### config.mk
export PLATFORM = sky130hd
export DESIGN_NAME = sid_status_tracker
export DESIGN_NICKNAME = d
export VERILOG_FILES = /design/src/rtl/sid_status_pkg.sv /design/src/rtl/sid_rst_sync.sv /design/src/rtl/sid_gen_ctr.sv /design/src/rtl/sid_size_ctr.sv /design/src/rtl/sid_err_flag.sv /design/src/rtl/sid_status_tracker.sv
export SDC_FILE = /design/constraint.sdc
export NUM_CORES = 1
export LEC_CHECK = 0
export ABC_AREA = 1
export CAP_MARGIN = 20
export CORE_MARGIN = 5
export CORE_UTILIZATION = 47
export DETAILED_ROUTE_END_ITERATION = 10
export GPL_TIMING_DRIVEN = 0
export PLACE_DENSITY = 0.89
export SETUP_SLACK_MARGIN = 0.05
export SLEW_MARGIN = 10
export SYNTH_ARGS = -nofsm -noshare
export SYNTH_HDL_FRONTEND = slang
export SYNTH_SLANG_ARGS = --single-unit
### constraint.sdc
create_clock -name clk -period 0.9 [get_ports clk]
set_input_delay 0.09 -clock clk [delete_from_list [all_inputs] [get_ports clk]]
set_output_delay 0.09 -clock clk [all_outputs]
set_load 0.005 [all_outputs]
### src/rtl/sid_status_pkg.sv
package sid_status_pkg;
  localparam int unsigned WORD_W   = 32;
  localparam int unsigned GEN_W    = 8;
  localparam int unsigned SIZE_W   = 11;
  localparam int unsigned ERR_BIT  = 31;
  localparam int unsigned GEN_LSB  = 16;
  localparam int unsigned SIZE_LSB = 2;

  // Word layout flags carried with each event sample
  typedef struct packed {
    logic bus_rst;
    logic quad;
    logic err;
  } sid_evt_t;
endpackage

### src/rtl/sid_rst_sync.sv
module sid_rst_sync #(
  parameter int unsigned STAGES = 2
) (
  input  logic clk,
  input  logic arst_n,
  output logic srst_n
);
  logic [STAGES-1:0] sync_q;
  logic [STAGES-1:0] sync_d;

  always_comb begin
    sync_d = {sync_q[STAGES-2:0], 1'b1};
  end

  always_ff @(posedge clk or negedge arst_n) begin
    if (!arst_n) sync_q <= '0;
    else         sync_q <= sync_d;
  end

  assign srst_n = sync_q[STAGES-1];
endmodule

### src/rtl/sid_gen_ctr.sv
module sid_gen_ctr #(
  parameter int unsigned W = 8
) (
  input  logic         clk,
  input  logic         rst_n,
  input  logic         step,
  output logic [W-1:0] count
);
  logic [W-1:0] cnt_q;
  logic [W-1:0] cnt_d;
  logic         cnt_en;

  always_comb begin
    cnt_en = step;
    cnt_d  = cnt_q + W'(1);
  end

  always_ff @(posedge clk or negedge rst_n) begin
    if (!rst_n)      cnt_q <= '0;
    else if (cnt_en) cnt_q <= cnt_d;
  end

  assign count = cnt_q;
endmodule

### src/rtl/sid_size_ctr.sv
module sid_size_ctr #(
  parameter int unsigned W = 11
) (
  input  logic         clk,
  input  logic         rst_n,
  input  logic         clr,
  input  logic         inc,
  output logic [W-1:0] count
);
  localparam logic [W-1:0] MAX_VAL = {W{1'b1}};

  logic [W-1:0] cnt_q;
  logic [W-1:0] cnt_d;
  logic         cnt_en;
  logic         at_max;

  always_comb begin
    at_max = (cnt_q == MAX_VAL);
    cnt_en = clr | (inc & ~at_max);
    if (clr) cnt_d = '0;
    else     cnt_d = cnt_q + W'(1);
  end

  always_ff @(posedge clk or negedge rst_n) begin
    if (!rst_n)      cnt_q <= '0;
    else if (cnt_en) cnt_q <= cnt_d;
  end

  assign count = cnt_q;
endmodule

### src/rtl/sid_err_flag.sv
module sid_err_flag (
  input  logic clk,
  input  logic rst_n,
  input  logic clr,
  input  logic set,
  output logic flag
);
  logic flag_q;
  logic flag_d;
  logic flag_en;

  always_comb begin
    flag_en = clr | set;
    flag_d  = ~clr;
  end

  always_ff @(posedge clk or negedge rst_n) begin
    if (!rst_n)       flag_q <= 1'b0;
    else if (flag_en) flag_q <= flag_d;
  end

  assign flag = flag_q;
endmodule

### src/rtl/sid_status_tracker.sv
module sid_status_tracker
  import sid_status_pkg::*;
#(
  parameter int unsigned G_W        = GEN_W,
  parameter int unsigned S_W        = SIZE_W,
  parameter int unsigned SYNC_DEPTH = 2
) (
  input  logic              clk,
  input  logic              rst_n,
  input  logic              bus_rst_i,
  input  logic              quad_stored_i,
  input  logic              store_err_i,
  output logic [WORD_W-1:0] status_o
);
  logic           rst_sync_n;
  logic [G_W-1:0] gen;
  logic [S_W-1:0] size;
  logic           err;
  sid_evt_t       evt;

  always_comb begin
    evt.bus_rst = bus_rst_i;
    evt.quad    = quad_stored_i;
    evt.err     = store_err_i;
  end

  sid_rst_sync #(.STAGES(SYNC_DEPTH)) u_rst_sync (
    .clk    (clk),
    .arst_n (rst_n),
    .srst_n (rst_sync_n)
  );

  sid_gen_ctr #(.W(G_W)) u_gen (
    .clk   (clk),
    .rst_n (rst_sync_n),
    .step  (evt.bus_rst),
    .count (gen)
  );

  sid_size_ctr #(.W(S_W)) u_size (
    .clk   (clk),
    .rst_n (rst_sync_n),
    .clr   (evt.bus_rst),
    .inc   (evt.quad),
    .count (size)
  );

  sid_err_flag u_err (
    .clk   (clk),
    .rst_n (rst_sync_n),
    .clr   (evt.bus_rst),
    .set   (evt.err),
    .flag  (err)
  );

  always_comb begin
    status_o                     = '0;
    status_o[ERR_BIT]            = err;
    status_o[GEN_LSB +: G_W]     = gen;
    status_o[SIZE_LSB +: S_W]    = size;
  end
endmodule


==> results of run 1 <==
state kept, by name, indices dropped and copies added (netlist names):
register and count:
u_err.flag 1, u_gen.count 8, u_size.count 11, u_rst_sync.sync_q 2
per-stage QoR:
step / cells / worst slack [ns] / TNS (ns)
2_1_floorplan: 175 / -0.376 / -4.47
3_3_place_gp: 229 / -0.482 / -7.87
3_5_place_dp: 229 / -0.507 / -8.52
4_1_cts: 266 / -0.511 / -9.70
5_1_grt: 271 / -0.658 / -12.03
6_report: 271 / -0.587 / -10.25
logic make-up after synthesis:
| kind of cell | Yosys count |
|---|---|
| simple gates | 92 |
| buf+inv | 34 |
| flops | 22 |
| compound gates | 6 |
| xor+xnor | 6 |
| fa+ha+maj | 2 |
| other cells | 2 |
power by group through the flow:
stage	Combinational, mW	Sequential [mW]	Clock [mW]
5_1_grt	1.93	1.37	0.846
4_1_cts	1.57	1.36	0.787
2_1_floorplan	0.478	1.43	0
3_5_place_dp	0.960	1.45	0
3_3_place_gp	0.914	1.44	0
6_report	1.77	1.35	0.804
cells in the mapped netlist:
| cell type | instances | area share |
|---|---|---|
| a21oi_1 | 3 | 0.011 |
| buf_12 | 1 | 0.015 |
| buf_4 | 16 | 0.092 |
| conb_1 | 2 | 0.0057 |
| dfrtp_1 | 22 | 0.42 |
| ha_1 | 2 | 0.019 |
| inv_1 | 17 | 0.049 |
| nand2_1 | 46 | 0.13 |
| nand2_2 | 1 | 0.0048 |
| nand2_4 | 1 | 0.0086 |
| nand3_1 | 16 | 0.061 |
| nand3_2 | 1 | 0.0077 |
| nand3_4 | 1 | 0.013 |
| nand3b_1 | 1 | 0.0057 |
| nand4_1 | 3 | 0.014 |
| nor2_1 | 16 | 0.046 |
| nor2_4 | 2 | 0.017 |
| nor3_1 | 3 | 0.011 |
| nor3b_2 | 1 | 0.0096 |
| o21ai_0 | 2 | 0.0077 |
| o21ai_2 | 1 | 0.0067 |
| xnor2_1 | 1 | 0.0067 |
| xor2_1 | 5 | 0.033 |
cell type report:
type                    count  share of cell area
flip-flops and latches     22               0.264
clock buffers               3              0.0107
clock inverters             1              0.0142
well taps                  31              0.0183
inverters                  17              0.0325
repair buffers             62               0.251
multi-input cells         119               0.347
plain buffers              16              0.0627
metal layers:
layer,share of wire,track usage,wire (um),up-vias
met5,0,0,0,-
met4,0.048,0.0981,207,0
met3,0.084,0.0414,363,28
met2,0.50,0.385,2150,95
met1,0.37,0.247,1610,643
li1,-,-,-,641
worst max-delay path, delay by kind of cell (launching register included):
family                     cells  cell delay (ns)
DFF                            1             0.40
buffers and inverters          2             0.26
xor gates and xnor gates       1             0.10
adders and majority gates      1             0.22
and+or+nand+nor                5             0.42
worst max path at each step:
stage	depth (start not counted)	to
6_report	9	u_size.count[4]$_DFFE_PN0P_
5_1_grt	10	u_size.count[8]$_DFFE_PN0P_
4_1_cts	9	u_size.count[3]$_DFFE_PN0P_
3_5_place_dp	8	u_size.count[3]$_DFFE_PN0P_
3_3_place_gp	8	u_size.count[8]$_DFFE_PN0P_
2_1_floorplan	8	u_size.count[6]$_DFFE_PN0P_
timing repair:
action,4_1_cts,5_1_grt
hold buffers,1,0
buffers inserted,32,9
cloned,1,0
resized for setup,110,25
setup endpoints to repair,58,39
pin swaps,22,12
hold endpoints to repair,2,0
==> impl_metrics.ini, run 1 <==
[pwr]
leakagePower_nw = 1.10
power.internal_mw = 2.60
switchingPower_mw = 1.33
seq_power_share = 0.344
switching_share = 0.338
ir_drop_mv = 2.21
p_comb_frac = 0.452
clkPwrFrac = 0.205
power_mw = 3.93
power_density_nw_per_um2 = 1860

[sta]
period_minus_slack_ns = 1.49
whs_ns = 0.0155
rsz0062_at_grt = true
setup_viol = 39
hold_viol = 0
clock_skew_ns = 0.0135
post-route-period-util = 1.65
slew_violations = 0
setup_slack_ns = -0.587
max_freq_mhz = 673

[cts]
cts_tree = done
cts_inserted_buffers = 3
cts_sinks = 22
insertion_delay_ns = 0.33
clk_path_buf_depth = 2
root_buffer = clkbuf_4
path_clk_slew_ns = 0.15
h-tree-depth = 1

[cells_and_area]
design_area_um2 = 2110
nets = 248
layout_commonest_cell = buf_4
multi_input_area_um2 = 733
regArea_um2 = 558
layout_common_cells = 39 x buf_4, 34 x nand2_1, 20 x buf_6
drive_gt1_frac = 0.492
diodes = 0
syn_to_final_growth_pct = 61.7
final_util = 0.780
nFillCells = 160

[drt]
antenna_left = 0
drc = 0
wl_um = 4330
dr.first_iter.drc_count = 79
avgViaCountPerCell = 5.19
vias = 1407
avgRoutedWirePerCell_um = 16.0
drt_first_pass_iters = 4

[worst_hold_path]
hp-start = bus_rst_i
holdCritPathClass = in -> reg
hold_end = u_err.flag$_DFFE_PN0P_
hold_path_depth = 2

[synth]
synth-seq-cells = 22
synth_area_um2 = 1310
synth_top_family_by_area = simple AND/OR/NAND/NOR gates
synth_area_per_cell_um2 = 7.97
yosysSeqAreaShare = 0.421
postSynthCellCount = 164
muxShareOfSynthArea = 0
yosys.area_share.simple = 0.332
synth_cell_type_count = 23
yosysWarnings = 0
yosys.area_share.xor_xnor = 0.0402
synth-compound-area-share = 0.0258
synthAdderAreaFrac = 0.0191

[worst_setup_path]
r2r_end = u_size.count[4]$_DFFE_PN0P_
max_stage_delay_ns = 0.40
r2r_setup_slack_ns = -0.59
crit_chain = ha_2 -> nand2_4 -> nor2_4 -> buf_4 -> buf_4 -> xnor2_2 -> nor2_1 -> nand2_2 -> nand2_1
critPathMaxFanout = 3
critPathSlowestCell = dfrtp_1
critPathRequiredTime_ns = 1.14
r2r-start = u_size.count[0]$_DFFE_PN0P_
end_kind = flop
critical_path_class = reg -> reg
rr_worst_depth = 9
worst_ep_arrival_time_ns = 1.72
critPathMostFrequentCell = buf_4
crit_path_start = u_size.count[0]$_DFFE_PN0P_
start_kind = flop

[floorplan]
coreArea_um2 = 2710
initial_core_util = 0.482
io_pins = 37
dieArea_um2 = 3940
placement_rows = 19
die_w_um = 62.7
die_h_um = 62.7

[global_routing]
gr-usage-all-layers = 0.216
grt_pass1_vias = 1402
antenna_found_initial = 0
overflow = 0
grt_start_max_net_pins = 21
grt_pass1_wl_um = 6680

[placement]
placed_area_um2 = 1650
finalWeightedCongestion = 0.789
hpwl_um = 1990
io_buffers = 23

[flow_run]
maxCapViolCount = 0

[run_status]
status = finished, violations left
violations = negative setup slack
Power figures use the tool's default switching activity.
==> inputs of run 2 (changes only) <==
--- a/config.mk
+++ b/config.mk
@@ -9,6 +9,7 @@
 export CAP_MARGIN = 20
 export CORE_MARGIN = 5
 export CORE_UTILIZATION = 47
+export CTS_CLUSTER_DIAMETER = 120
 export DETAILED_ROUTE_END_ITERATION = 10
 export GPL_TIMING_DRIVEN = 0
 export PLACE_DENSITY = 0.89
==> results of run 2 <==
Final layout, timing and power as in run 1 (identical DEF).
==> inputs of run 3 (changes only) <==
==> constraint.sdc (replaced) <==
create_clock -name clk -period 0.9 [get_ports clk]
set_input_delay 0.09 -clock clk [delete_from_list [all_inputs] [get_ports clk]]
set_output_delay 0.09 -clock clk [all_outputs]
set_load 0.05 [all_outputs]
==> impl_metrics.ini, run 3 (synthesized netlist as in run 1, its figures left out) <==
[drt]
vias = 1397
route.top_layer_used = met4
drc = 0
avgViaCountPerCell = 5.33
route.met2.wl_um = 2320
avgRoutedWirePerCell_um = 16.6
drt_first_pass_iters = 4
wl_met3_um = 270
wl_met1_um = 1590
wl_um = 4350
antenna_left = 0
dr.first_iter.drc_count = 88

[worst_setup_path]
end_kind = flop
critPathSlowestCell = dfrtp_2
critPathMaxFanout = 6
r2r-start = u_size.count[0]$_DFFE_PN0P_
crit_chain = ha_4 -> nand2_4 -> nor2_4 -> nand3_4 -> nand2_8 -> nand2_4 -> nand2_1 -> nand2_2
start_kind = flop
critical_path_class = reg -> reg
critPathMostFrequentCell = nand2_4
r2r_end = u_size.count[4]$_DFFE_PN0P_
critPathRequiredTime_ns = 1.14
r2r_setup_slack_ns = -0.55
max_stage_delay_ns = 0.43
cp_num_buf_inv = 0
worst_ep_arrival_time_ns = 1.68
path_delay_family = simple AND/OR/NAND/NOR gates
rr_worst_depth = 8

[pwr]
leakagePower_nw = 1.06
clkPwrFrac = 0.169
power_density_nw_per_um2 = 2250
p_comb_frac = 0.523
switchingPower_mw = 2.10
power.internal_mw = 2.73
power_mw = 4.82
ir_drop_mv = 2.50
switching_share = 0.434
seq_power_share = 0.308

[cts]
h-tree-depth = 1
cts_tree = done
root_buffer = clkbuf_4
cts_inserted_buffers = 3
path_clk_slew_ns = 0.14
insertion_delay_ns = 0.33
cts_sinks = 22
clk_path_buf_depth = 2

[sta]
rsz0062_at_grt = true
setup_viol = 38
post-route-period-util = 1.61
hold_viol = 0
setup_slack_ns = -0.547
slew_violations = 0
max_freq_mhz = 691
period_minus_slack_ns = 1.45
clock_skew_ns = 0.00392

[run_status]
violations = negative setup slack
status = finished, violations left

[placement]
hpwl_um = 2020
finalWeightedCongestion = 0.819
io_buffers = 23
dp_slack_ns = -0.472

[worst_hold_path]
hp-start = bus_rst_i
hold_path_depth = 2
hold_end = u_err.flag$_DFFE_PN0P_
holdCritPathClass = in -> reg

[cells_and_area]
diodes = 0
layout_common_cells = 37 x buf_4, 37 x nand2_1, 21 x buf_6
largest_reg_flops = 11
nets = 239
syn_to_final_growth_pct = 64.2
final_util = 0.792
drive_gt1_frac = 0.524

[floorplan]
placement_rows = 19
die_w_um = 62.7
dieArea_um2 = 3940
initial_core_util = 0.482
coreArea_um2 = 2710
io_pins = 37
die_h_um = 62.7

[global_routing]
grt_start_max_net_pins = 21
grt_pass1_wl_um = 5790
grt_pass1_vias = 1303
gr-usage-all-layers = 0.180
overflow = 0
antenna_found_initial = 0

[flow_run]
maxCapViolCount = 0
run 3: layout make-up:
cell class | instances | area (um^2)
Buffer | 16 | 133
Inverter | 17 | 66.3
Tap cell | 31 | 38.8
Clock buffer | 3 | 22.5
Clock inverter | 1 | 30.0
Fill cell | 163 | 563
Multi-Input combinational cell | 119 | 751
Sequential cell | 22 | 572
Timing Repair Buffer | 53 | 534
run 3: through the flow:
step                setup TNS, ns  std cells  hold slack (ns)  area [um^2]
finish                     -10.93        262           0.0230         2150
CTS                         -8.66        251           0.0172         1950
floorplan                   -7.61        175           -0.206         1420
global placement           -13.99        229            0.260         1690
global route               -12.12        262           0.0370         2150
detailed placement         -14.68        229            0.264         1690
run 3: worst max-delay path by stage:
| stage | startpoint | end | cells after the start |
|---|---|---|---|
| after floorplan | u_size.count[1]$_DFFE_PN0P_ | u_size.count[5]$_DFFE_PN0P_ | 8 |
| after global placement | u_size.count[1]$_DFFE_PN0P_ | u_size.count[8]$_DFFE_PN0P_ | 8 |
| after detailed placement | u_size.count[0]$_DFFE_PN0P_ | u_size.count[8]$_DFFE_PN0P_ | 8 |
| after CTS | u_size.count[1]$_DFFE_PN0P_ | u_size.count[0]$_DFFE_PN0P_ | 8 |
| after global routing | u_size.count[0]$_DFFE_PN0P_ | u_size.count[4]$_DFFE_PN0P_ | 8 |
| final | u_size.count[0]$_DFFE_PN0P_ | u_size.count[4]$_DFFE_PN0P_ | 8 |
run 3: repair_timing:
action | 4_1_cts | 5_1_grt
setup endpoints to repair | 58 | 38
setup buffers | 18 | 11
resized for setup | 152 | 23
hold buffers | 1 | 0
pin swaps | 11 | 18
cloned | 0 | 1
hold endpoints to repair | 2 | 0
run 3: metal layers:
layer | up-vias | GRT usage
li1 | 619 | -
met1 | 685 | 0.214
met2 | 75 | 0.310
met3 | 18 | 0.0288
met4 | 0 | 0.0928
met5 | - | 0
run 3: power groups by stage:
stage	sequential, mW	clock (mW)	combinational (mW)
after detailed placement	1.50	0	1.72
after global routing	1.52	0.844	2.63
after global placement	1.49	0	1.67
after CTS	1.47	0.789	2.25
after floorplan	2.08	0	0.627
final	1.49	0.816	2.52
